==> config.mk <==
export PLATFORM = sky130hd
export DESIGN_NAME = keyed_watchdog
export DESIGN_NICKNAME = d
export VERILOG_FILES = /design/src/rtl/kwdt_pkg.sv /design/src/rtl/kwdt_access_decode.sv /design/src/rtl/kwdt_mode_reg.sv /design/src/rtl/kwdt_counter.sv /design/src/rtl/keyed_watchdog.sv
export SDC_FILE = /design/constraint.sdc
export NUM_CORES = 1
export LEC_CHECK = 0
export BUFFER_PORTS_ARGS = -buffer_cell sky130_fd_sc_hd__buf_2
export CAP_MARGIN = 20
export CORE_MARGIN = 5
export CORE_UTILIZATION = 35
export CTS_CLUSTER_SIZE = 8
export DETAILED_ROUTE_END_ITERATION = 6
export PLACE_DENSITY = 0.53
export SLEW_MARGIN = 10
export SYNTH_ARGS = -nofsm -noshare
export SYNTH_HDL_FRONTEND = slang
export SYNTH_SLANG_ARGS = --single-unit
==> constraint.sdc <==
create_clock -name clk -period 9.53 [get_ports clk]
set_clock_uncertainty 0.15 [all_clocks]
set_input_delay 2.3825 -clock clk [delete_from_list [all_inputs] [get_ports clk]]
set_output_delay 2.3825 -clock clk [all_outputs]
set_load 0.02 [all_outputs]
==> src/rtl/kwdt_pkg.sv <==
package kwdt_pkg;

  localparam int         DW        = 8;
  localparam logic [7:0] KEY_CODE  = 8'hAC;
  localparam logic [7:0] KEY_READ  = 8'h9A;
  localparam logic [7:0] STOP_CODE = 8'h00;

  // decoded bus events for one cycle
  typedef struct packed {
    logic restart;    // valid key write
    logic force_ovf;  // misuse while running
    logic mode_load;  // first ordinary mode write
    logic stop;       // stop request
  } kwdt_evt_t;

endpackage

==> src/rtl/kwdt_access_decode.sv <==
module kwdt_access_decode
  import kwdt_pkg::*;
#(
  parameter int ADDR_W    = 4,
  parameter int MODE_ADDR = 0,
  parameter int KEY_ADDR  = 1
) (
  input  logic [ADDR_W-1:0] bus_addr,
  input  logic              bus_wr,
  input  logic              bus_bit,
  input  logic [DW-1:0]     bus_wdata,
  input  logic              locked,
  input  logic              running,
  output kwdt_evt_t         evt
);

  logic key_hit, mode_hit, key_good, key_fault, mode_stop, mode_again;

  always_comb begin
    key_hit    = bus_wr && (bus_addr == ADDR_W'(KEY_ADDR));
    mode_hit   = bus_wr && (bus_addr == ADDR_W'(MODE_ADDR));
    key_good   = key_hit && !bus_bit && (bus_wdata == KEY_CODE);
    key_fault  = key_hit && (bus_bit || (bus_wdata != KEY_CODE));
    mode_stop  = mode_hit && (bus_wdata == STOP_CODE);
    mode_again = mode_hit && locked && (bus_wdata != STOP_CODE);

    evt.restart   = key_good;
    evt.stop      = mode_stop;
    evt.mode_load = mode_hit && !locked && (bus_wdata != STOP_CODE);
    evt.force_ovf = running && (key_fault || mode_again);
  end

endmodule

==> src/rtl/kwdt_mode_reg.sv <==
module kwdt_mode_reg
  import kwdt_pkg::*;
#(
  parameter int SEL_W = 3
) (
  input  logic             clk,
  input  logic             rst,
  input  kwdt_evt_t        evt,
  input  logic [DW-1:0]    bus_wdata,
  output logic [DW-1:0]    mode_q,
  output logic [SEL_W-1:0] tap,
  output logic             running,
  output logic             locked
);

  localparam logic [DW-1:0] RESET_MODE = DW'((1 << SEL_W) - 1);

  always_ff @(posedge clk) begin
    if (rst) begin
      mode_q  <= RESET_MODE;
      running <= 1'b1;
      locked  <= 1'b0;
    end else if (evt.stop) begin
      mode_q  <= STOP_CODE;
      running <= 1'b0;
      locked  <= 1'b1;
    end else if (evt.mode_load) begin
      mode_q  <= bus_wdata;
      locked  <= 1'b1;
    end
  end

  assign tap = mode_q[SEL_W-1:0];


  stop_sticky_chk: assert property (@(posedge clk) disable iff (rst)
    !running |=> !running);


  mode_hold_chk: assert property (@(posedge clk) disable iff (rst)
    (locked && !evt.stop) |=> $stable(mode_q));

endmodule

==> src/rtl/kwdt_counter.sv <==
module kwdt_counter #(
  parameter int BASE_SHIFT = 9,
  parameter int SEL_W      = 3
) (
  input  logic             clk,
  input  logic             rst,
  input  logic             tick,
  input  logic             running,
  input  logic [SEL_W-1:0] tap,
  input  logic             clear,
  output logic             expire
);

  localparam int CW = BASE_SHIFT + (1 << SEL_W) - 1;

  logic [CW-1:0] cnt;
  logic [CW:0]   span;
  logic [CW-1:0] last;

  always_comb begin
    span   = (CW+1)'(1) << (32'(tap) + BASE_SHIFT);
    last   = CW'(span - (CW+1)'(1));
    expire = running && tick && (cnt == last);
  end

  always_ff @(posedge clk) begin
    if (rst || clear || expire) cnt <= '0;
    else if (running && tick)   cnt <= cnt + CW'(1);
  end


  tick_gate_chk: assert property (@(posedge clk) disable iff (rst)
    (!tick && !clear) |=> $stable(cnt));


  wrap_clear_chk: assert property (@(posedge clk) disable iff (rst)
    expire |=> (cnt == '0));


  restart_clear_chk: assert property (@(posedge clk) disable iff (rst)
    clear |=> (cnt == '0));

endmodule

==> src/rtl/keyed_watchdog.sv <==
module keyed_watchdog
  import kwdt_pkg::*;
#(
  parameter int ADDR_W     = 4,
  parameter int MODE_ADDR  = 0,
  parameter int KEY_ADDR   = 1,
  parameter int BASE_SHIFT = 9,
  parameter int SEL_W      = 3
) (
  input  logic              clk,
  input  logic              rst,
  input  logic              tick,
  input  logic [ADDR_W-1:0] bus_addr,
  input  logic              bus_wr,
  input  logic              bus_bit,
  input  logic [7:0]        bus_wdata,
  output logic [7:0]        bus_rdata,
  output logic              wdt_ovf
);

  kwdt_evt_t        evt;
  logic [DW-1:0]    mode_q;
  logic [SEL_W-1:0] tap;
  logic             running, locked, expire;

  kwdt_access_decode #(
    .ADDR_W(ADDR_W), .MODE_ADDR(MODE_ADDR), .KEY_ADDR(KEY_ADDR)
  ) u_dec (
    .bus_addr(bus_addr), .bus_wr(bus_wr), .bus_bit(bus_bit),
    .bus_wdata(bus_wdata), .locked(locked), .running(running), .evt(evt)
  );

  kwdt_mode_reg #(.SEL_W(SEL_W)) u_mode (
    .clk(clk), .rst(rst), .evt(evt), .bus_wdata(bus_wdata),
    .mode_q(mode_q), .tap(tap), .running(running), .locked(locked)
  );

  kwdt_counter #(.BASE_SHIFT(BASE_SHIFT), .SEL_W(SEL_W)) u_cnt (
    .clk(clk), .rst(rst), .tick(tick), .running(running), .tap(tap),
    .clear(evt.restart | evt.mode_load | evt.force_ovf), .expire(expire)
  );

  always_ff @(posedge clk) begin
    if (rst) begin
      wdt_ovf   <= 1'b0;
      bus_rdata <= '0;
    end else begin
      wdt_ovf <= evt.force_ovf | (expire & ~evt.restart & ~evt.mode_load);
      if (bus_addr == ADDR_W'(KEY_ADDR))       bus_rdata <= KEY_READ;
      else if (bus_addr == ADDR_W'(MODE_ADDR)) bus_rdata <= mode_q;
      else                                     bus_rdata <= '0;
    end
  end


  bad_key_chk: assert property (@(posedge clk) disable iff (rst)
    (running && bus_wr && bus_addr == ADDR_W'(KEY_ADDR) && bus_wdata != KEY_CODE)
    |=> wdt_ovf);


  bit_access_chk: assert property (@(posedge clk) disable iff (rst)
    (running && bus_wr && bus_bit && bus_addr == ADDR_W'(KEY_ADDR)) |=> wdt_ovf);


  second_mode_chk: assert property (@(posedge clk) disable iff (rst)
    (running && locked && bus_wr && bus_addr == ADDR_W'(MODE_ADDR) &&
     bus_wdata != STOP_CODE) |=> wdt_ovf);


  stopped_quiet_chk: assert property (@(posedge clk) disable iff (rst)
    !running |=> !wdt_ovf);

endmodule

==> results.py <==
metrics = {
    "cells_and_area": {
        "flow.area_growth_from_synthesis_pct": 12.5,
        "post-route-cell-area_mm2": 0.00232,
        "drive_gt1_share_pct": 24.0,
        "filler_cell_count": 637,
        "num_antenna_cells": 0,
        "nNetsFinal": 269,
        "instances_no_fill": 325,
    },
    "synthesis": {
        "number_of_enable_type_register_cells_in_the_synthesized_netlist": 0,
        "yosysSeqAreaShare_pct": 34.0,
        "synth_async_reset_ratio_pct": 0,
        "synthFlopType": "sky130_fd_sc_hd__dfxtp_1",
        "synth-warning-count": 0,
        "synth_fp_nets": 247,
        "synth.distinct_cells": 60,
        "synth_seq_cells": 35,
        "mappedNetlistArea_mm2": 0.00206,
        "postSynthAreaPerCell_um2": 9.08,
        "netlist_instances": 227,
    },
    "global_routing": {
        "met1_usage_pct": 17.2,
        "gr-usage-met3_pct": 2.47,
        "total_congestion_overflow_after_global_routing": 0,
        "busiest_layer": "met2",
        "antenna_found_initial": 0,
        "track_usage_pct": 12.4,
        "maximum_number_of_pins_on_one_net_before_global_route_repair": 22,
        "first_global_vias": 1526,
        "globalRouteMet2Util_pct": 18.7,
        "grt_first_pass_wirelength_um": 7420,
    },
    "die": {
        "effective_utilization_at_floorplan_pct": 35.4,
        "fp.coreArea_mm2": 0.00582,
        "floorplan.die_area_mm2": 0.00752,
        "die_height_um": 86.7,
        "ioPinCount": 26,
        "die-width_um": 86.7,
        "placement_rows": 28,
    },
    "worst_setup_path": {
        "worst-endpoint-required_ps": 9560,
        "worstSetupPathDepth": 6,
        "crit_arrival_ps": 4330,
        "source_of_the_critical_timing_path": "bus_wdata[6]",
        "cpMaxStageDelayCell": "sky130_fd_sc_hd__nor3_1",
        "regToRegEndpoint": "wdt_ovf",
        "worstSetupPathType": "in -> reg",
        "crit_path_max_incr_delay_ps": 740,
        "path_buf_inv": 1,
        "timing.rr.start": "u_mode.mode_q[1]",
        "setup.reg_to_reg.worst_slack_ps": 5460,
        "critical_path.top_delay_family": "simple AND/OR/NAND/NOR gates",
        "cp-endpoint": "u_mode.mode_q[0]",
        "cp_max_fo": 7,
        "crit_path_start_kind": "primary input",
        "critical_path.endpoint_type": "register",
        "reg2reg_depth": 11,
        "critical_path.cell_chain": "buf_2, nor4_1, nand2_1, nor3_1, nor2_1, a221o_2",
    },
    "place": {
        "routability_driven_placement_congestion_ratio": 0.757,
        "placed_area_mm2": 0.00221,
        "place.detailed.instances": 314,
        "detailed_place_hpwl_um": 3250,
        "port_buffers": 25,
        "dp_worst_setup_slack_ps": 4710,
    },
    "clock_network": {
        "clock_tree_from_tritoncts": "yes",
        "cts_buffers": 5,
        "worstSkewPairLatency_ps": 290,
        "clock_slew_at_reported_path_ffs_ps": 80,
        "cts.root.buffer_cell": "sky130_fd_sc_hd__clkbuf_8",
        "cts_sinks": 35,
        "clockBufferDepth": 2,
        "cts-htree-levels": 2,
        "post_cts.resized_instances": 0,
        "cts_setup_buffers": 0,
        "ctsHoldBuffers": 0,
    },
    "timing": {
        "worstMarginPinSlew_ps": 924,
        "fmax_mhz": 233,
        "timing.max_slew.rel_slack_pct": 37.9,
        "report.final.hold_viol_count": 0,
        "maxSlewViolCount": 0,
        "finalCriticalPeriod_ps": 4290,
        "fin_crit_sh_pct": 45.0,
        "setup_viol": 0,
        "grt_setup_unrepaired": "false",
        "setup_tns_ps": 0,
        "finalWorstSetupSlack_ps": 5240,
    },
    "power": {
        "power.leakage_nw": 0.847,
        "power.density_cell_area_mw_per_mm2": 123,
        "ir_worst_vdd_v": 0.0000644,
    },
    "status": {
        "run_status": "completed",
    },
    "route": {
        "antenna_left": 0,
        "route.detailed.vias_per_inst": 5.19,
        "routedWlPerCell_um": 13.6,
        "initialDrtViolationCount": 61,
        "totalWireLength_um": 4430,
        "first_pass_iters": 4,
        "via_count": 1687,
        "detail_route.drc_violations": 0,
    },
    "flow_run": {
        "max-cap-violations": 0,
    },
    "worst_hold_path": {
        "timing.hold.worst.start": "u_mode.mode_q[7]",
        "hold_path_class": "reg -> reg",
    },
}
metrics by stage:
step	hold slack (ps)	utilization (%)	power (mW)
6_report	324	39.9	0.286
5_1_grt	349	39.9	0.302
4_1_cts	332	39.5	0.291
3_5_place_dp	313	38.0	0.183
3_3_place_gp	306	38.0	0.183
2_1_floorplan	290	-	0.174
worst register-to-register path, stage by stage, from the launching register on:
cell                       delay [ps]
sky130_fd_sc_hd__dfxtp_1          700
sky130_fd_sc_hd__nand2_1          230
sky130_fd_sc_hd__inv_1            120
sky130_fd_sc_hd__ha_1             390
sky130_fd_sc_hd__or3_1            430
sky130_fd_sc_hd__ha_1             290
sky130_fd_sc_hd__or4_1            540
sky130_fd_sc_hd__a21boi_1         200
sky130_fd_sc_hd__o21ai_2          100
sky130_fd_sc_hd__nor4_4           450
sky130_fd_sc_hd__buf_6            250
sky130_fd_sc_hd__a31o_1           160
how the worst min path moves through the flow:
| stage | slack, ps | depth (start not counted) | to |
|---|---|---|---|
| 3_3_place_gp | 310 | 1 | bus_rdata[7] |
| 3_5_place_dp | 310 | 1 | bus_rdata[3] |
| 4_1_cts | 330 | 1 | bus_rdata[3] |
| 2_1_floorplan | 290 | 1 | bus_rdata[3] |
| 6_report | 320 | 1 | bus_rdata[7] |
| 5_1_grt | 350 | 1 | bus_rdata[7] |
power breakdown:
group	internal (mW)	switching, mW	total, mW
clock	0.0508	0.0554	0.106
sequential	0.148	0.00290	0.151
combinational	0.0121	0.0167	0.0288
total	0.211	0.0750	0.286
cell families (layout without fill, tap and decap cells):
family | after synthesis | after routing | synth area share, %
mux | 7 | 7 | 3.40
flops | 35 | 35 | 34.0
compound gates | 32 | 32 | 13.3
other cells | 1 | 1 | 0.182
fa+ha+maj | 3 | 3 | 1.82
xor+xnor | 19 | 19 | 8.08
simple gates | 112 | 112 | 34.4
buf+inv | 18 | 41 | 4.86
cell type report:
type / count / area [µm²] / share of cell area [%]
inverter: 4 / 15.0 / 0.648
clock buffer: 5 / 68.8 / 2.97
sequential: 35 / 701 / 30.2
tap: 75 / 93.8 / 4.05
multi-input combinational: 174 / 1270 / 54.6
clock inverter: 3 / 20.0 / 0.863
timing repair buffer: 29 / 154 / 6.64
placed cells by master (no fill, tap or decap), drive strengths merged, types with 3 or more instances in the layout:
cell,instances
and3,6
nor4,5
xnor2,6
o21a,7
nand2,15
inv,4
nor2,16
a21oi,4
nor3,24
nand3,6
nor3b,5
dfxtp,35
nor4b,3
a221o,3
buf,28
clkbuf,6
mux2i,7
nor2b,3
nand3b,6
xor2,13
ha,3
nand4,7
or3,3
per-layer routing:
layer	vias to the layer above	wire length (µm)
li1	881	-
met1	786	2310
met2	15	1960
met3	5	90
met4	0	72
met5	-	0
cells in the mapped netlist, types with 5 or more instances:
| cell | number | share of area, % |
|---|---|---|
| sky130_fd_sc_hd__and3_1 | 5 | 1.5 |
| sky130_fd_sc_hd__buf_2 | 5 | 1.2 |
| sky130_fd_sc_hd__dfxtp_1 | 35 | 34 |
| sky130_fd_sc_hd__mux2i_1 | 7 | 3.4 |
| sky130_fd_sc_hd__nand2_1 | 14 | 2.6 |
| sky130_fd_sc_hd__nand3_1 | 6 | 1.5 |
| sky130_fd_sc_hd__nand3b_1 | 6 | 2.2 |
| sky130_fd_sc_hd__nand4_1 | 7 | 2.1 |
| sky130_fd_sc_hd__nor2_1 | 16 | 2.9 |
| sky130_fd_sc_hd__nor3_1 | 14 | 3.4 |
| sky130_fd_sc_hd__nor3_2 | 10 | 4.9 |
| sky130_fd_sc_hd__nor3b_1 | 5 | 1.8 |
| sky130_fd_sc_hd__o21a_1 | 7 | 2.6 |
| sky130_fd_sc_hd__xnor2_1 | 6 | 2.6 |
| sky130_fd_sc_hd__xor2_1 | 13 | 5.5 |
sequential cells by signal (all words and copies together) (netlist names):
register	count
bus_rdata	8
wdt_ovf	1
u_mode.running	1
u_mode.locked	1
u_mode.mode_q	8
u_cnt.cnt	16
No activity file was read; power rests on OpenSTA's default activity.
